==> config.mk <==
export PLATFORM = sky130hd
export DESIGN_NAME = irq_hub
export DESIGN_NICKNAME = d
export VERILOG_FILES = /design/src/rtl/irq_hub.sv
export SDC_FILE = /design/constraint.sdc
export NUM_CORES = 1
export LEC_CHECK = 0
export ABC_CLOCK_PERIOD_IN_PS = 3800
export BUFFER_PORTS_ARGS = -buffer_cell sky130_fd_sc_hd__buf_2
export CORE_ASPECT_RATIO = 1.5
export CORE_MARGIN = 1
export CORE_UTILIZATION = 50
export CTS_BUF_LIST = sky130_fd_sc_hd__clkbuf_8
export DETAILED_ROUTE_END_ITERATION = 7
export GPL_TIMING_DRIVEN = 0
export PLACE_DENSITY = 0.74
export REMOVE_ABC_BUFFERS = 1
export SLEW_MARGIN = 20
export SYNTH_ARGS = -nofsm -noshare
export SYNTH_HDL_FRONTEND = slang
export SYNTH_SLANG_ARGS = --single-unit
==> constraint.sdc <==
create_clock -name clk_i -period 3.8 [get_ports clk_i]
set_input_delay 0.76 -clock clk_i [delete_from_list [all_inputs] [get_ports clk_i]]
set_output_delay 0.76 -clock clk_i [all_outputs]
set_load 0.05 [all_outputs]
==> src/rtl/irq_hub.sv <==
module irq_hub #(
  parameter int NUM_EV   = 13,
  parameter int PRESCALE = 25
) (
  input  logic              clk_i,
  input  logic              rst_ni,
  input  logic [NUM_EV-1:0] ev_i,
  input  logic [2:0]        pm_ev_i,
  input  logic [7:0]        reg_addr_i,
  input  logic              reg_we_i,
  input  logic [31:0]       reg_wdata_i,
  output logic [31:0]       reg_rdata_o,
  output logic              irq_o
);

  localparam logic [7:0] A_STS  = 8'h00;
  localparam logic [7:0] A_EN   = 8'h04;
  localparam logic [7:0] A_CFG  = 8'h08;
  localparam logic [7:0] A_PM   = 8'h0C;
  localparam logic [7:0] A_TCFG = 8'h10;
  localparam logic [7:0] A_TCNT = 8'h14;
  localparam int PW = (PRESCALE > 1) ? $clog2(PRESCALE) : 1;
  localparam logic [PW-1:0] PRE_LAST = PW'(PRESCALE - 1);

  logic [NUM_EV-1:0] ev_sts_q, ev_en_q;
  logic              pm_en_top_q, tmr_en_top_q, tmr_sts_q;
  logic              irq_cfg_q;
  logic [2:0]        pm_pend_q, pm_en_q;
  logic              tmr_run_q;
  logic [15:0]       tmr_pre_load_q, tmr_cnt_q;
  logic [PW-1:0]     pre_q;
  logic              irq_q;

  logic wr_sts, wr_en, wr_cfg, wr_pm, wr_tcfg;
  assign wr_sts  = reg_we_i && (reg_addr_i == A_STS);
  assign wr_en   = reg_we_i && (reg_addr_i == A_EN);
  assign wr_cfg  = reg_we_i && (reg_addr_i == A_CFG);
  assign wr_pm   = reg_we_i && (reg_addr_i == A_PM);
  assign wr_tcfg = reg_we_i && (reg_addr_i == A_TCFG);

  logic unused_wd;
  assign unused_wd = ^reg_wdata_i;

  logic pm_sum;
  assign pm_sum = |(pm_pend_q & pm_en_q);

  logic tick, wrap, start;
  assign tick  = tmr_run_q && (pre_q == PRE_LAST);
  assign wrap  = tick && (tmr_cnt_q == 16'h0000);
  assign start = wr_tcfg && reg_wdata_i[29] && !tmr_run_q;

  logic [31:0] sts_w, en_w;
  always_comb begin
    sts_w = '0;
    sts_w[NUM_EV-1:0] = ev_sts_q;
    sts_w[17] = pm_sum;
    sts_w[19] = tmr_sts_q;
    en_w = '0;
    en_w[NUM_EV-1:0] = ev_en_q;
    en_w[17] = pm_en_top_q;
    en_w[19] = tmr_en_top_q;
  end

  always_ff @(posedge clk_i or negedge rst_ni) begin
    if (!rst_ni) begin
      ev_sts_q  <= '0;
      tmr_sts_q <= 1'b0;
      pm_pend_q <= '0;
    end else begin
      ev_sts_q  <= (ev_sts_q & ~(wr_sts ? reg_wdata_i[NUM_EV-1:0] : '0)) | ev_i;
      tmr_sts_q <= (tmr_sts_q & ~(wr_sts && reg_wdata_i[19])) | wrap;
      pm_pend_q <= (pm_pend_q & ~(wr_pm ? reg_wdata_i[2:0] : 3'b000)) | pm_ev_i;
    end
  end

  always_ff @(posedge clk_i or negedge rst_ni) begin
    if (!rst_ni) begin
      ev_en_q      <= '0;
      pm_en_top_q  <= 1'b0;
      tmr_en_top_q <= 1'b0;
      irq_cfg_q    <= 1'b0;
      pm_en_q      <= '0;
    end else begin
      if (wr_en) begin
        ev_en_q      <= reg_wdata_i[NUM_EV-1:0];
        pm_en_top_q  <= reg_wdata_i[17];
        tmr_en_top_q <= reg_wdata_i[19];
      end
      if (wr_cfg) irq_cfg_q <= reg_wdata_i[8];
      if (wr_pm)  pm_en_q   <= {reg_wdata_i[15], reg_wdata_i[14], reg_wdata_i[9]};
    end
  end

  always_ff @(posedge clk_i or negedge rst_ni) begin
    if (!rst_ni) begin
      tmr_run_q      <= 1'b0;
      tmr_pre_load_q <= '0;
      tmr_cnt_q      <= '0;
      pre_q          <= '0;
    end else begin
      if (wr_tcfg) begin
        tmr_run_q      <= reg_wdata_i[29];
        tmr_pre_load_q <= reg_wdata_i[15:0];
      end
      if (!tmr_run_q || tick) pre_q <= '0;
      else                    pre_q <= pre_q + 1'b1;
      if (start)     tmr_cnt_q <= reg_wdata_i[15:0];
      else if (tick) tmr_cnt_q <= tmr_cnt_q - 16'd1;
    end
  end

  always_ff @(posedge clk_i or negedge rst_ni) begin
    if (!rst_ni) irq_q <= 1'b0;
    else         irq_q <= irq_cfg_q && |(sts_w & en_w);
  end
  assign irq_o = irq_q;

  always_comb begin
    reg_rdata_o = '0;
    case (reg_addr_i)
      A_STS:  reg_rdata_o = sts_w;
      A_EN:   reg_rdata_o = en_w;
      A_CFG:  reg_rdata_o[8] = irq_cfg_q;
      A_PM:   begin
        reg_rdata_o[2:0] = pm_pend_q;
        reg_rdata_o[9]   = pm_en_q[0];
        reg_rdata_o[14]  = pm_en_q[1];
        reg_rdata_o[15]  = pm_en_q[2];
      end
      A_TCFG: reg_rdata_o = {2'b00, tmr_run_q, 13'd0, tmr_pre_load_q};
      A_TCNT: reg_rdata_o[15:0] = tmr_cnt_q;
      default: reg_rdata_o = '0;
    endcase
  end

  p_sticky_r2: assert property (@(posedge clk_i) disable iff (!rst_ni)
    (ev_i != '0) |=> ((ev_sts_q & $past(ev_i)) == $past(ev_i)));

  p_w1c_only_r3: assert property (@(posedge clk_i) disable iff (!rst_ni)
    !(reg_we_i && reg_addr_i == A_STS) |=> (($past(ev_sts_q) & ~ev_sts_q) == '0));

  p_irq_gate_r4: assert property (@(posedge clk_i) disable iff (!rst_ni)
    !irq_cfg_q |=> !irq_o);

  p_pm_hold_r7: assert property (@(posedge clk_i) disable iff (!rst_ni)
    (pm_sum && !wr_pm) |=> pm_sum);

  p_wrap_r9: assert property (@(posedge clk_i) disable iff (!rst_ni)
    (tmr_run_q && tick && tmr_cnt_q == 16'h0000) |=> (tmr_cnt_q == 16'hFFFF && tmr_sts_q));

  p_hold_r10: assert property (@(posedge clk_i) disable iff (!rst_ni)
    (!tmr_run_q && !wr_tcfg) |=> $stable(tmr_cnt_q));

endmodule

==> results of run 1 <==
## sequential cells by signal, indices dropped and copies added, names as in the netlist
name            count
ev_en_q            13
ev_sts_q           13
irq_cfg_q           1
irq_o               1
pm_en_q             3
pm_en_top_q         1
pm_pend_q           3
pre_q               5
tmr_cnt_q          16
tmr_en_top_q        1
tmr_pre_load_q     16
tmr_run_q           1
tmr_sts_q           1
## cell usage after synthesis (all sizes together), types with 8 or more instances
library cell  instances  area share, %
dfrtp                75             45
mux2                 38             11
nand2                38            3.4
buf                  29            4.4
a21o                 17            3.1
nor2                 17            1.5
mux2i                15            3.6
a221o                14            3.4
o21ai                14            1.7
a22oi                13            2.4
clkbuf               13            1.2
inv                  11           0.99
nor4                 11            2.2
nand3                10            1.2
nor3                 10            1.3
or4                   8            1.4
## critical path: cells and delay by family
kind	cells	cell delay, ns
simple gates	2	1.12
buf+inv	4	0.73
compound gates	1	0.13
## through the flow
stage / area, um^2 / hold WS, ns
global placement: 4420 / 0.458
global route: 4710 / 0.418
finish: 4710 / 0.382
floorplan: 3960 / 0.446
CTS: 4700 / 0.396
detailed placement: 4490 / 0.471
## routing by layer
layer | global-route usage [%] | up-vias
li1 | - | 1550
met1 | 29.7 | 1600
met2 | 42.2 | 105
met3 | 4.56 | 15
met4 | 11.2 | 0
met5 | 0 | -
## cells in the final DEF (no fill, tap or decap), drive strengths merged, types with 2 or more instances in the layout
master,instances
clkinv,2
o21ai,14
dfrtp,75
ha,3
nand2b,6
o311ai,4
nor2b,2
buf,69
nor4,11
or3,7
a2bb2oi,6
or4,8
conb,13
a22oi,13
xor2,2
a221o,14
or2,4
a21oi,3
a21o,17
nor3,10
mux2,38
o22ai,5
nand2,38
clkbuf,10
a22o,2
a31oi,3
nand3,10
mux2i,15
o211ai,4
clkinvlp,2
nor2,17
inv,12
## cell families after synthesis
family                   synth area share, %
AND/OR/NAND/NOR                         15.4
AO/OA/AOI/OAI                           16.4
flip-flops                              45.2
multiplexers                            14.8
buffers and inverters                   6.60
adder cells (fa/ha/maj)                0.904
XOR/XNOR                               0.633
other                                 0.0903
## worst max path at each step
stage,depth (start not counted),from,slack (ns),to
detailed placement,7,reg_addr_i[5],-0.13,reg_rdata_o[17]
global route,7,reg_addr_i[5],0.21,reg_rdata_o[17]
CTS,7,reg_addr_i[5],0.04,reg_rdata_o[17]
floorplan,4,reg_addr_i[5],-0.27,reg_rdata_o[17]
finish,7,reg_addr_i[5],0.29,reg_rdata_o[17]
global placement,5,reg_addr_i[5],-1.01,reg_rdata_o[4]
## timing repair
action / in CTS / in global routing
gates resized for setup: 2 / 1
hold buffers: 0 / 0
setup endpoints to repair: 7 / 7
## power breakdown
part	total (uW)	switching (uW)	internal, uW
logic	198	126	72.6
clock network	625	304	321
registers	845	22.2	822
total	1670	452	1220
## layout make-up
cell class	instances	area, um^2
clock buffers	10	138
multi-input cells	282	2090
inverters	11	41.3
well taps	105	131
flip-flops and latches	75	1880
fillers	731	3290
clock inverters	6	63.8
repair buffers	69	369
==> reports/qor.csv, run 1 <==
metric;value;unit
outcome;completed;
viasPerCell;5.86;
postCtsSetupBuffers;0;
vias;3270;
die_w;76.4;um
timing.final.ws_setup;0.291;ns
synth_warnings;0;
reg2reg_slack;1.33;ns
crit_fanout;16;
p_leak;0.00216;uW
n_antenna_cell;0;
core;0.00801;mm^2
cp_cell_sequence;buf_2 -> or4_4 -> nor4_4 -> buf_2 -> inv_1 -> o21ai_1 -> buf_2;
h-tree-depth;3;
grt_max_degree;43;
tritoncts;built;
die-area;0.00868;mm^2
drv_slew;0;
post-place-ws;-0.127;ns
synth.distinct_cells;53;
hold_viol;0;
max_freq;285;MHz
post-route-util;58.9;%
postSynthAreaPerCell;10.4;um^2
r2r_start;tmr_run_q$_DFFE_PN0N_;
firstDrtPassIters;4;
crit_type;input pin to primary output;
io_pins;92;
netlist_area;0.00415;mm^2
finalSetupViolations;0;
fp.dieH;114;um
grt_pass1_vias;3104;
cts.sinks;75;
insertion_delay;0.36;ns
wl_per_cell;17.9;um
crit_arrival;2.75;ns
rows;40;
cts_buffer_depth;2;
drive_above_1_share;29.1;%
syn_inst;398;
crit_top_cell;buf_2;
r2r_end;tmr_cnt_q[4]$_DFFE_PN0P_;
synth-seq-cells;75;
drtIter0Drc;206;
cp-start-kind;input pin;
hold_path.class;input pin to async pin;
met3WireLength;477;um
numPortBuffers;65;
final_cells;558;
drc;0;
period_minus_slack;3.51;ns
rsz0062_at_grt;false;
p_total;1670;uW
synth_edf_count;0;
routed-wl-met2;5140;um
wirelength;9970;um
power.density;354;mW/mm^2
place_hpwl;7210;um
synth_async_sr_flop_share;100;%
end_kind;primary output;
synth_ff_type;dfrtp_1;
drtAntennaViolNets;0;
critPathRequiredTime;3.04;ns
area_delta_synth_final;13.6;%
cts_buffers;9;
max_stage_delay;0.67;ns
dp_cells;542;
globalplace.congestion;0.876;
finalSetupTns;0;ns
clockRootBuffer;clkbuf_8;
top_layer;met4;
ir_worst_vdd;0.249;mV
clk_pin_slew;0.08;ns
tightest_slew;1.08;ns
initial_core_util;51.8;%
worst_clock_skew;0.00784;ns
grt_pass1_wl;16200;um
reg2regPathDepth;4;
wl_met1;4100;um
crit_slowest_cell;or4_4;
drv_cap;0;
slew_headroom;28.0;%
antenna_found_initial;0;
finalNetCount;510;
finalCritPeriodShare;92.3;%
grt_overflow;0;
yosysSeqAreaShare;45.2;%
grt.total_usage;24.5;%
No activity file was read; power rests on OpenSTA's default activity.
==> run 2, diff against run 1 <==
--- a/config.mk
+++ b/config.mk
@@ -5,15 +5,17 @@
 export SDC_FILE = /design/constraint.sdc
 export NUM_CORES = 1
 export LEC_CHECK = 0
-export ABC_CLOCK_PERIOD_IN_PS = 3800
+export ABC_CLOCK_PERIOD_IN_PS = 3400
 export BUFFER_PORTS_ARGS = -buffer_cell sky130_fd_sc_hd__buf_2
+export CELL_PAD_IN_SITES_DETAIL_PLACEMENT = 1
+export CELL_PAD_IN_SITES_GLOBAL_PLACEMENT = 2
 export CORE_ASPECT_RATIO = 1.5
-export CORE_MARGIN = 1
-export CORE_UTILIZATION = 50
+export CORE_MARGIN = 10
+export CORE_UTILIZATION = 35
 export CTS_BUF_LIST = sky130_fd_sc_hd__clkbuf_8
 export DETAILED_ROUTE_END_ITERATION = 7
 export GPL_TIMING_DRIVEN = 0
-export PLACE_DENSITY = 0.74
+export PLACE_DENSITY = 0.82
 export REMOVE_ABC_BUFFERS = 1
 export SLEW_MARGIN = 20
 export SYNTH_ARGS = -nofsm -noshare
==> constraint.sdc (replaced) <==
create_clock -name clk_i -period 3.4 [get_ports clk_i]
set_input_delay 0.68 -clock clk_i [delete_from_list [all_inputs] [get_ports clk_i]]
set_output_delay 0.68 -clock clk_i [all_outputs]
set_load 0.05 [all_outputs]
==> run 2 against run 1 <==
  * First-iteration DRC count shrank 39%
  * Hold slack lost 0.11 ns
  * Core utilization shrank 17 points
  * Critical path depth shrank 1
  * Cell count grew 8.4%
  * Clock-buffer cell count shrank 1
  * Power grew 16%
  * Combinational power grew 16%
  * Sequential power grew 12%
  * Non-clock buffer count grew 2
  * Sequential share of layout area shrank 0.75 points
  * Via count grew 2.5%
==> reports/qor.csv, run 2 (synthesis gave the netlist of run 1 again) <==
metric;value;unit
tightest_slew;1.06;ns
worst_clock_skew;0.0133;ns
drtAntennaViolNets;0;
fill_cells;1335;
crit_top_cell;buf_2;
grt_max_degree;41;
outcome;completed;
power.density;404;mW/mm^2
end_kind;primary output;
max_freq;303;MHz
core;0.0116;mm^2
drc;0;
grt_overflow;0;
drive_above_1_share;29.2;%
globalplace.congestion;0.787;
rsz0062_at_grt;false;
firstDrtPassIters;4;
insertion_delay;0.36;ns
crit_family;simple AND/OR/NAND/NOR gates;
die-area;0.0167;mm^2
crit_type;input pin to primary output;
grt_pass1_wl;20200;um
crit_fanout;16;
timing.final.ws_setup;0.0964;ns
drtIter0Drc;125;
ir_worst_vdd;0.175;mV
h-tree-depth;3;
crit_arrival;2.62;ns
io_pins;92;
crit_slowest_cell;or4_4;
place_hpwl;9290;um
wirelength;12400;um
finalSetupViolations;0;
initial_core_util;35.8;%
finalCritPeriodShare;97.2;%
tritoncts;built;
vias;3352;
viasPerCell;5.54;
drv_cap;0;
grt.total_usage;15.3;%
final_cell_area;0.00480;mm^2
rows;48;
numPortBuffers;65;
hold_viol;0;
hold_path.class;input pin to async pin;
p_leak;0.00218;uW
wl_per_cell;20.5;um
finalNetCount;512;
placed_cell_area;0.00454;mm^2
drv_slew;0;
hold_buffers;0;
path_buf_inv;3;
cp-start-kind;input pin;
top_regs;tmr_cnt_q x16, tmr_pre_load_q x16;
antenna_found_initial;0;
cts_buffer_depth;2;
grt_pass1_vias;3709;
clockRootBuffer;clkbuf_8;
cts_buffers;9;
period_minus_slack;3.30;ns
reg2regPathDepth;4;
max_stage_delay;0.67;ns
final_cell_mix;75 x dfrtp_1, 65 x buf_2, 38 x nand2_1;
die_w;109;um
clk_pin_slew;0.09;ns
post-place-ws;-0.490;ns
slew_headroom;29.3;%
area_delta_synth_final;15.7;%
n_antenna_cell;0;
critPathRequiredTime;2.72;ns
final_common_cell;dfrtp_1;
cp.depth;6;
cts.sinks;75;
fp.dieH;153;um
cp_cell_sequence;buf_2 -> or4_4 -> nor4_4 -> buf_2 -> a221o_1 -> buf_2;
[run 2: changes by cell type in the layout (fill, tap and decap cells not counted)]
| cell | before | now |
|---|---|---|
| buf_4 | 1 | 3 |
| clkinv_4 | 0 | 2 |
| buf_2 | 66 | 65 |
| bufinv_16 | 1 | 2 |
| clkbuf_4 | 0 | 1 |
| clkbuf_8 | 10 | 9 |
| clkinv_2 | 2 | 1 |
| clkinvlp_4 | 2 | 1 |
| inv_1 | 11 | 12 |
| inv_6 | 1 | 0 |
[run 2: through the flow]
step                cells  hold slack, ns  util (%)  setup TNS, ns  total power (uW)
CTS                   603           0.275      41.2              0              1960
global route          605           0.299      41.5              0              2030
finish                605           0.268      41.5              0              1940
detailed placement    587           0.471      39.2          -3.95              1190
floorplan             368           0.384         -          -3.17              1080
global placement      583           0.458      38.6         -21.00              1180
[run 2: area by class of cell]
class | instances | area [um^2] | share of cell area [%]
Clock buffer | 9 | 124 | 2.58
Clock inverter | 7 | 93.8 | 1.95
Inverter | 11 | 41.3 | 0.859
Multi-Input combinational cell | 282 | 2090 | 43.6
Sequential cell | 75 | 1880 | 39.1
Tap cell | 150 | 188 | 3.91
Timing Repair Buffer | 71 | 387 | 8.05
[run 2: timing repair]
item / CTS / global route
hold endpoints to repair: 0 / 0
pin swaps: 1 / 2
setup endpoints to repair: 15 / 6
setup buffers: 0 / 2
gates resized for setup: 3 / 1
[run 2: per-layer routing]
metal  global-route usage [%]  vias up  part of all wire (%)
met2                     27.2       83                    54
met1                     17.4     1706                    41
met5                        0        -                     0
li1                         -     1548                     -
met4                     5.36        0                   1.5
met3                     3.11       15                   4.2
[run 2: final timing paths]
path	from	to	slack (ns)
max	reg_addr_i[5]	reg_rdata_o[4]	0.1
min	rst_ni	tmr_pre_load_q[7]$_DFFE_PN0N_	0.27
max reg2reg	tmr_run_q$_DFFE_PN0N_	tmr_cnt_q[4]$_DFFE_PN0P_	0.88
min reg2reg	tmr_pre_load_q[8]$_DFFE_PN0N_	tmr_pre_load_q[8]$_DFFE_PN0N_	0.49
max in group asynchronous	rst_ni	tmr_cnt_q[8]$_DFFE_PN0P_	2.52
min in group clk_i	tmr_pre_load_q[8]$_DFFE_PN0N_	tmr_pre_load_q[8]$_DFFE_PN0N_	0.49
[run 2: report_power, final]
part,switching [uW],internal [uW],total (uW)
clock network,356,412,768
logic,149,81.6,230
registers,25.6,919,945
total,530,1410,1940
